`config.mk`:
```
export PLATFORM = sky130hd
export DESIGN_NAME = dmacr_top
export DESIGN_NICKNAME = d
export VERILOG_FILES = /design/src/rtl/dmacr_pkg.sv /design/src/rtl/dmacr_chan.sv /design/src/rtl/dmacr_glob.sv /design/src/rtl/dmacr_top.sv
export SDC_FILE = /design/constraint.sdc
export NUM_CORES = 2
export LEC_CHECK = 0
export BUFFER_PORTS_ARGS = -buffer_cell sky130_fd_sc_hd__buf_2
export CAP_MARGIN = 30
export CORE_ASPECT_RATIO = 1.2
export CORE_UTILIZATION = 41
export DETAILED_ROUTE_END_ITERATION = 12
export GPL_TIMING_DRIVEN = 0
export PLACE_DENSITY = 0.68
export SKIP_LAST_GASP = 1
export SYNTH_ARGS = -nofsm -noshare
export SYNTH_HDL_FRONTEND = slang
export SYNTH_SLANG_ARGS = --single-unit
export TNS_END_PERCENT = 20
```
`constraint.sdc`:
```
create_clock -name clk -period 2.3 [get_ports clk]
set_input_delay 0.115 -clock clk [delete_from_list [all_inputs] [get_ports clk]]
set_output_delay 0.115 -clock clk [all_outputs]
set_load 0.02 [all_outputs]
```
`src/rtl/dmacr_pkg.sv`:
```
package dmacr_pkg;

    localparam int OFF_W = 6;

    localparam logic [OFF_W-1:0] OFF_SRC   = 6'h00;
    localparam logic [OFF_W-1:0] OFF_DST   = 6'h04;
    localparam logic [OFF_W-1:0] OFF_XCNT  = 6'h08;
    localparam logic [OFF_W-1:0] OFF_ZYCNT = 6'h0C;
    localparam logic [OFF_W-1:0] OFF_SSTEP = 6'h10;
    localparam logic [OFF_W-1:0] OFF_DSTEP = 6'h14;
    localparam logic [OFF_W-1:0] OFF_NEXT  = 6'h1C;
    localparam logic [OFF_W-1:0] OFF_CTRL  = 6'h20;

    localparam logic [11:0] ADDR_STATUS = 12'h820;
    localparam logic [11:0] ADDR_ARB    = 12'h828;

    localparam int FC_BIT  = 31;
    localparam int BEATS_W = 5;

    // Stored part of the control word; LSB is the enable bit
    typedef struct packed {
        logic [2:0] dst_wid;
        logic [3:0] len_m1;
        logic [2:0] src_wid;
        logic [1:0] irq_en;
        logic       dst_fifo;
        logic       src_fifo;
        logic       soft_req;
        logic       en;
    } ctrl_t;

    localparam int CTRL_W = $bits(ctrl_t);

    function automatic logic [BEATS_W-1:0] to_beats(input logic [3:0] m1);
        return BEATS_W'(m1) + BEATS_W'(1);
    endfunction

endpackage

```
`src/rtl/dmacr_chan.sv`:
```
module dmacr_chan
    import dmacr_pkg::*;
#(
    parameter int DW = 32
) (
    input  logic             clk,
    input  logic             rst,
    input  logic             wr_sel,
    input  logic [OFF_W-1:0] off,
    input  logic [DW-1:0]    wdata,
    input  logic             eng_done,
    output logic [DW-1:0]    rdata,
    output ctrl_t            ctrl,
    output logic             busy,
    output logic             start,
    output logic             abort
);

    logic [DW-1:0] src_q, dst_q, xcnt_q, zycnt_q, sstep_q, dstep_q, next_q;
    logic          ctrl_wr, fc_wr;
    ctrl_t         wctrl;

    assign ctrl_wr = wr_sel && (off == OFF_CTRL);
    assign fc_wr   = ctrl_wr && wdata[FC_BIT];

    always_comb begin
        wctrl = ctrl_t'(wdata[CTRL_W-1:0]);
        if (wdata[FC_BIT]) wctrl.en = 1'b0;
    end

    always_ff @(posedge clk) begin
        if (rst) begin
            src_q <= '0; dst_q <= '0; xcnt_q <= '0; zycnt_q <= '0;
            sstep_q <= '0; dstep_q <= '0; next_q <= '0;
            ctrl <= '0; busy <= 1'b0; start <= 1'b0; abort <= 1'b0;
        end else begin
            start <= 1'b0;
            abort <= 1'b0;
            if (wr_sel) begin
                case (off)
                    OFF_SRC:   src_q   <= wdata;
                    OFF_DST:   dst_q   <= wdata;
                    OFF_XCNT:  xcnt_q  <= wdata;
                    OFF_ZYCNT: zycnt_q <= wdata;
                    OFF_SSTEP: sstep_q <= wdata;
                    OFF_DSTEP: dstep_q <= wdata;
                    OFF_NEXT:  next_q  <= wdata;
                    default: ;
                endcase
            end
            if (ctrl_wr) begin
                ctrl <= wctrl;
                if (wdata[FC_BIT]) begin
                    busy  <= 1'b0;
                    abort <= 1'b1;
                end else if (wctrl.en && !busy) begin
                    busy  <= 1'b1;
                    start <= 1'b1;
                end
            end else if (eng_done && busy) begin
                busy    <= 1'b0;
                ctrl.en <= 1'b0;
            end
        end
    end

    always_comb begin
        case (off)
            OFF_SRC:   rdata = src_q;
            OFF_DST:   rdata = dst_q;
            OFF_XCNT:  rdata = xcnt_q;
            OFF_ZYCNT: rdata = zycnt_q;
            OFF_SSTEP: rdata = sstep_q;
            OFF_DSTEP: rdata = dstep_q;
            OFF_NEXT:  rdata = next_q;
            OFF_CTRL:  rdata = DW'(ctrl);
            default:   rdata = '0;
        endcase
    end

    AST_START_SETS_BUSY: assert property (@(posedge clk) disable iff (rst)
        start |-> busy && ctrl.en);
    AST_ABORT_IDLE: assert property (@(posedge clk) disable iff (rst)
        abort |-> !busy && !ctrl.en);
    AST_BUSY_FALL_CAUSE: assert property (@(posedge clk) disable iff (rst)
        $fell(busy) |-> $past(eng_done) || $past(fc_wr));
    AST_PAUSE_KEEPS_SRC: assert property (@(posedge clk) disable iff (rst)
        (busy && !wr_sel) |=> $stable(src_q));

endmodule

```
`src/rtl/dmacr_glob.sv`:
```
module dmacr_glob
    import dmacr_pkg::*;
#(
    parameter int NCH = 4,
    parameter int DW  = 32
) (
    input  logic           clk,
    input  logic           rst,
    input  logic [11:0]    addr,
    input  logic           wr,
    input  logic [DW-1:0]  wdata,
    input  logic [NCH-1:0] busy,
    output logic [DW-1:0]  rdata,
    output logic [DW-1:0]  arb
);

    logic arb_wr;
    assign arb_wr = wr && (addr == ADDR_ARB);

    always_ff @(posedge clk) begin
        if (rst)         arb <= '0;
        else if (arb_wr) arb <= wdata;
    end

    always_comb begin
        if (addr == ADDR_STATUS)   rdata = DW'(busy);
        else if (addr == ADDR_ARB) rdata = arb;
        else                       rdata = '0;
    end

    AST_ARB_HOLD: assert property (@(posedge clk) disable iff (rst)
        !arb_wr |=> $stable(arb));

endmodule

```
`src/rtl/dmacr_top.sv`:
```
module dmacr_top
    import dmacr_pkg::*;
#(
    parameter int NCH = 4
) (
    input  logic               clk,
    input  logic               rst,
    input  logic [11:0]        bus_addr,
    input  logic               bus_wr,
    input  logic [31:0]        bus_wdata,
    output logic [31:0]        bus_rdata,
    input  logic [NCH-1:0]     eng_done,
    output logic [NCH-1:0]     ch_busy,
    output logic [NCH-1:0]     ch_run,
    output logic [NCH-1:0]     ch_start,
    output logic [NCH-1:0]     ch_abort,
    output logic [NCH-1:0]     ch_soft_req,
    output logic [NCH-1:0]     ch_src_fifo,
    output logic [NCH-1:0]     ch_dst_fifo,
    output logic [2*NCH-1:0]   ch_irq_en,
    output logic [3*NCH-1:0]   ch_src_width,
    output logic [3*NCH-1:0]   ch_dst_width,
    output logic [5*NCH-1:0]   ch_burst_beats,
    output logic [31:0]        arb_prio
);

    localparam int DW = 32;

    logic          is_glob;
    logic [4:0]    win;
    logic [DW-1:0] ch_rd [NCH];
    logic [DW-1:0] glob_rd;
    ctrl_t         ctrl [NCH];

    assign is_glob = bus_addr[11];
    assign win     = bus_addr[10:6];

    for (genvar i = 0; i < NCH; i++) begin : g_ch
        logic sel;
        assign sel = bus_wr && !is_glob && (win == 5'(i));

        dmacr_chan #(.DW(DW)) u_chan (
            .clk      (clk),
            .rst      (rst),
            .wr_sel   (sel),
            .off      (bus_addr[OFF_W-1:0]),
            .wdata    (bus_wdata),
            .eng_done (eng_done[i]),
            .rdata    (ch_rd[i]),
            .ctrl     (ctrl[i]),
            .busy     (ch_busy[i]),
            .start    (ch_start[i]),
            .abort    (ch_abort[i])
        );

        assign ch_run[i]                  = ch_busy[i] && ctrl[i].en;
        assign ch_soft_req[i]             = ctrl[i].soft_req;
        assign ch_src_fifo[i]             = ctrl[i].src_fifo;
        assign ch_dst_fifo[i]             = ctrl[i].dst_fifo;
        assign ch_irq_en[2*i +: 2]        = ctrl[i].irq_en;
        assign ch_src_width[3*i +: 3]     = ctrl[i].src_wid;
        assign ch_dst_width[3*i +: 3]     = ctrl[i].dst_wid;
        assign ch_burst_beats[5*i +: 5]   = to_beats(ctrl[i].len_m1);
    end

    dmacr_glob #(.NCH(NCH), .DW(DW)) u_glob (
        .clk   (clk),
        .rst   (rst),
        .addr  (bus_addr),
        .wr    (bus_wr),
        .wdata (bus_wdata),
        .busy  (ch_busy),
        .rdata (glob_rd),
        .arb   (arb_prio)
    );

    always_comb begin
        bus_rdata = '0;
        if (is_glob) bus_rdata = glob_rd;
        else begin
            for (int i = 0; i < NCH; i++)
                if (win == 5'(i)) bus_rdata = ch_rd[i];
        end
    end

endmodule

```
==> summary.md <==
| Metric | Value |
|---|---|
| Outcome | `finished, violations left` |
| Failing checks | `setup timing` |
| Number of synthesized flops with an enable pin | `0` |
| Post-route ant nets | `0` |
| Die Y | `357 µm` |
| Top FF cell, synth | `dfxtp_1` |
| Final hold violations | `0` |
| CTS Buf Count | `102` |
| Final nets | `about 6,200` |
| Post-synth top area cell | `dfxtp_1` |
| Seq cells post-synth | `1,004` |
| Actual slew at the worst max-slew pin | `1.22 ns` |
| Reg2reg path depth | `1` |
| Overflow after GRT | `0` |
| Tot Pwr | `38.4 mW` |
| Cell Pwr Density | `700 nW/µm²` |
| Avg Vias per Cell | `6.32` |
| Clock Tree Buf Depth | `3` |
| Post-synth ARST share | `0%` |
| CTS tree | `yes` |
| Final setup margin | `-0.553 ns` |
| Hold Path Class | `primary input to flip-flop` |
| Static leakage | `18.7 nW` |
| Die ar. | `106,000 µm²` |
| Slew Limit Fails | `0` |
| Hold_ws | `0.0500 ns` |
| WHS Path Cells | `3` |
| Max_slew headroom | `a little under a fifth` |
| Top cell type's share of synthesized area | `46.8%` |
| Clk sink count | `1,004` |
| Fin crit share | `124%` |
| Clk Latency, worst-skew pair | `0.70 ns` |
| Required @ worst endpoint | `2.18 ns` |
| Clock period minus worst slack | `2.85 ns` |
| Area contributors post-synth | `dfxtp_1 47%, nand2_1 18%, a21oi_1 12%, clkbuf_1 3.8%, a22oi_1 2.7%` |
| Routability congestion estimate | `1.08` |
| IO buf count | `158` |
| CP arrival | `2.74 ns` |
| RSZ-0062 raised after global routing | `true` |
| Most frequent cell after synthesis | `nand2_1` |
| Crit-path max FO | `10` |
| Maximum vdd drop | `0.000633 V` |
| Starting Density | `between 40% and 50%` |
| Synthesized Nets | `5,711` |
| Library cells used by synthesis | `between 70 and 80` |
| CORE AREA | `103,000 µm²` |
| DR WL/cell | `around 32 µm` |
| Root Driver | `clkbuf_16` |
| Critical Path End Type | `output port` |
| Synth Instances | `5,656` |
| Max-cap violations | `0` |
| Yosys warnings | `0` |
| Pre-CTS setup slack | `-2.12 ns` |
| Pre-Repair DR Iteration Count | `9` |
| Critical path type | `primary input to output port` |
| Row Count | `129` |
| CP Launch Type | `primary input` |
| Post-synthesis sequential area ratio | `46.8%` |
| H-tree lvl count | `3` |
| Peak Freq | `0.351 GHz` |
| First-pass GRT wire length | `331 mm` |
| Via Count | `48,200` |
| Mapped Avg Cell Area | `7.60 µm²` |
| Number of global-route vias before repair | `42,900` |
| Area delta synth->final | `27.8%` |
| Endpoints failing setup | `486` |
| Die Wd | `298 µm` |
| Starting DRT DRC Count | `8,206` |
| Post-Syn Area | `43,000 µm²` |
| Final wirelength | `246 mm` |
| Pin count of the biggest net entering global routing | `15` |
| Clock Skews | `0.00760 ns` |
| Antenna violations before repair | `15` |
| Global Route Usage Sum | `44.4%` |
| I/O pins | `195` |
| HPWL Detailed | `176 mm` |
| Fraction of layout cells with a size suffix above 1 | `17.5%` |
| # DRC | `0` |
| Worst-path clk slew | `0.06 ns` |
| Synth top cells by count | `2,104 x nand2_1, 1,038 x a21oi_1, 1,004 x dfxtp_1` |
-- routing by layer --
metal / track usage (%) / vias up / wire length [µm]
met4: 39.0 / 14 / 26900
met5: 0.926 / - / 299
met1: 50.2 / 22600 / 82000
met3: 19.2 / 1381 / 37300
met2: 63.5 / 4191 / 99200
li1: - / 20100 / -
-- cell usage in the layout, fill, tap and decap left out, types with 39 or more instances in the layout --
| cell | Yosys | final |
|---|---|---|
| buf_2 | 78 | 163 |
| mux2i_1 | 96 | 93 |
| clkbuf_16 | 0 | 111 |
| nand3_1 | 57 | 45 |
| dfxtp_1 | 1004 | 993 |
| a22oi_1 | 154 | 126 |
| a21oi_1 | 1038 | 1027 |
| clkbuf_1 | 437 | 383 |
| buf_12 | 0 | 52 |
| mux2_2 | 41 | 39 |
| nor2_1 | 71 | 48 |
| buf_6 | 2 | 60 |
| buf_4 | 64 | 169 |
| clkbuf_2 | 14 | 42 |
| a22o_1 | 48 | 47 |
| buf_8 | 0 | 71 |
| nand2_1 | 2104 | 2088 |
-- state kept, by name (all words and copies together) (netlist names) --
name and cells:
g_ch.u_chan.dst_q 128, g_ch.u_chan.dstep_q 128, g_ch.u_chan.next_q 128, g_ch.u_chan.src_q 128, g_ch.u_chan.sstep_q 128, g_ch.u_chan.xcnt_q 128
g_ch.u_chan.zycnt_q 128, g_ch.u_chan.ctrl 64, u_glob.arb 32, g_ch.u_chan.abort 4, g_ch.u_chan.busy 4, g_ch.u_chan.start 4
-- cell type report --
cell class | count | area [µm²]
Fill cell | 9668 | 48500
Multi-Input combinational cell | 4033 | 21800
Sequential cell | 1004 | 20100
Timing Repair Buffer | 399 | 3870
Buffer | 607 | 3740
Clock buffer | 144 | 2980
Tap cell | 1375 | 1720
Clock inverter | 39 | 566
Antenna cell | 18 | 45.0
Inverter | 10 | 41.3
-- where the power goes --
part	switching, mW	internal (mW)	total, mW
Combinational	2.15	0.674	2.82
Clock	7.75	10.5	18.2
Sequential	0.00129	17.4	17.4
Total	9.90	28.5	38.4
-- stage by stage --
stage                     cell area [µm²]  setup TNS, ns  cells  utilization, %
after global routing                54900         -31.94   7612            53.0
after CTS                           53200         -20.93   7555            51.4
after detailed placement            46600       -1221.05   7262            45.0
after floorplan                     43000         -0.441   5656               -
final                               54900         -63.87   7629            53.1
after global placement              45500       -1969.60   7189            44.0
-- final timing paths --
| kind | slack, ns | from | to |
|---|---|---|---|
| worst min-delay path | 0.05 | bus_wdata[18] | g_ch[1].u_chan.next_q[18] |
| worst max register to register | 0.96 | g_ch[0].u_chan.busy | g_ch[0].u_chan.start |
| worst max-delay path | -0.55 | bus_addr[5] | bus_rdata[0] |
| worst min register to register | 0.45 | g_ch[3].u_chan.sstep_q[26] | g_ch[3].u_chan.sstep_q[26] |
-- cell families after synthesis --
group,Yosys count,share of synthesized area [%]
AND/OR/NAND/NOR,2339,21.4
AO/OA/AOI/OAI,1524,20.9
flip-flops,1004,46.8
buffers and inverters,619,6.27
multiplexers,158,4.41
XOR/XNOR,8,0.163
adder cells (fa/ha/maj),4,0.116
-- critical path: stages --
cell and delay (ns):
buf_6 0.16, nor2b_1 0.19, buf_6 0.21, clkbuf_8 0.21, buf_8 0.17, buf_2 0.24, buf_8 0.21, nand2_1 0.19
o21ai_0 0.13, a222oi_1 0.09, a31oi_1 0.29, a31o_2 0.30, buf_2 0.19
-- what timing repair did --
action | in CTS | in global routing
gates resized for setup | 566 | 259
endpoints found under the setup margin | 973 | 785
endpoints found under the hold margin | 305 | 0
setup buffers | 77 | 46
hold buffers | 34 | 0
pin swaps | 90 | 93
cloned | 2 | 3
Note: power is estimated with default switching activity, not from simulation.
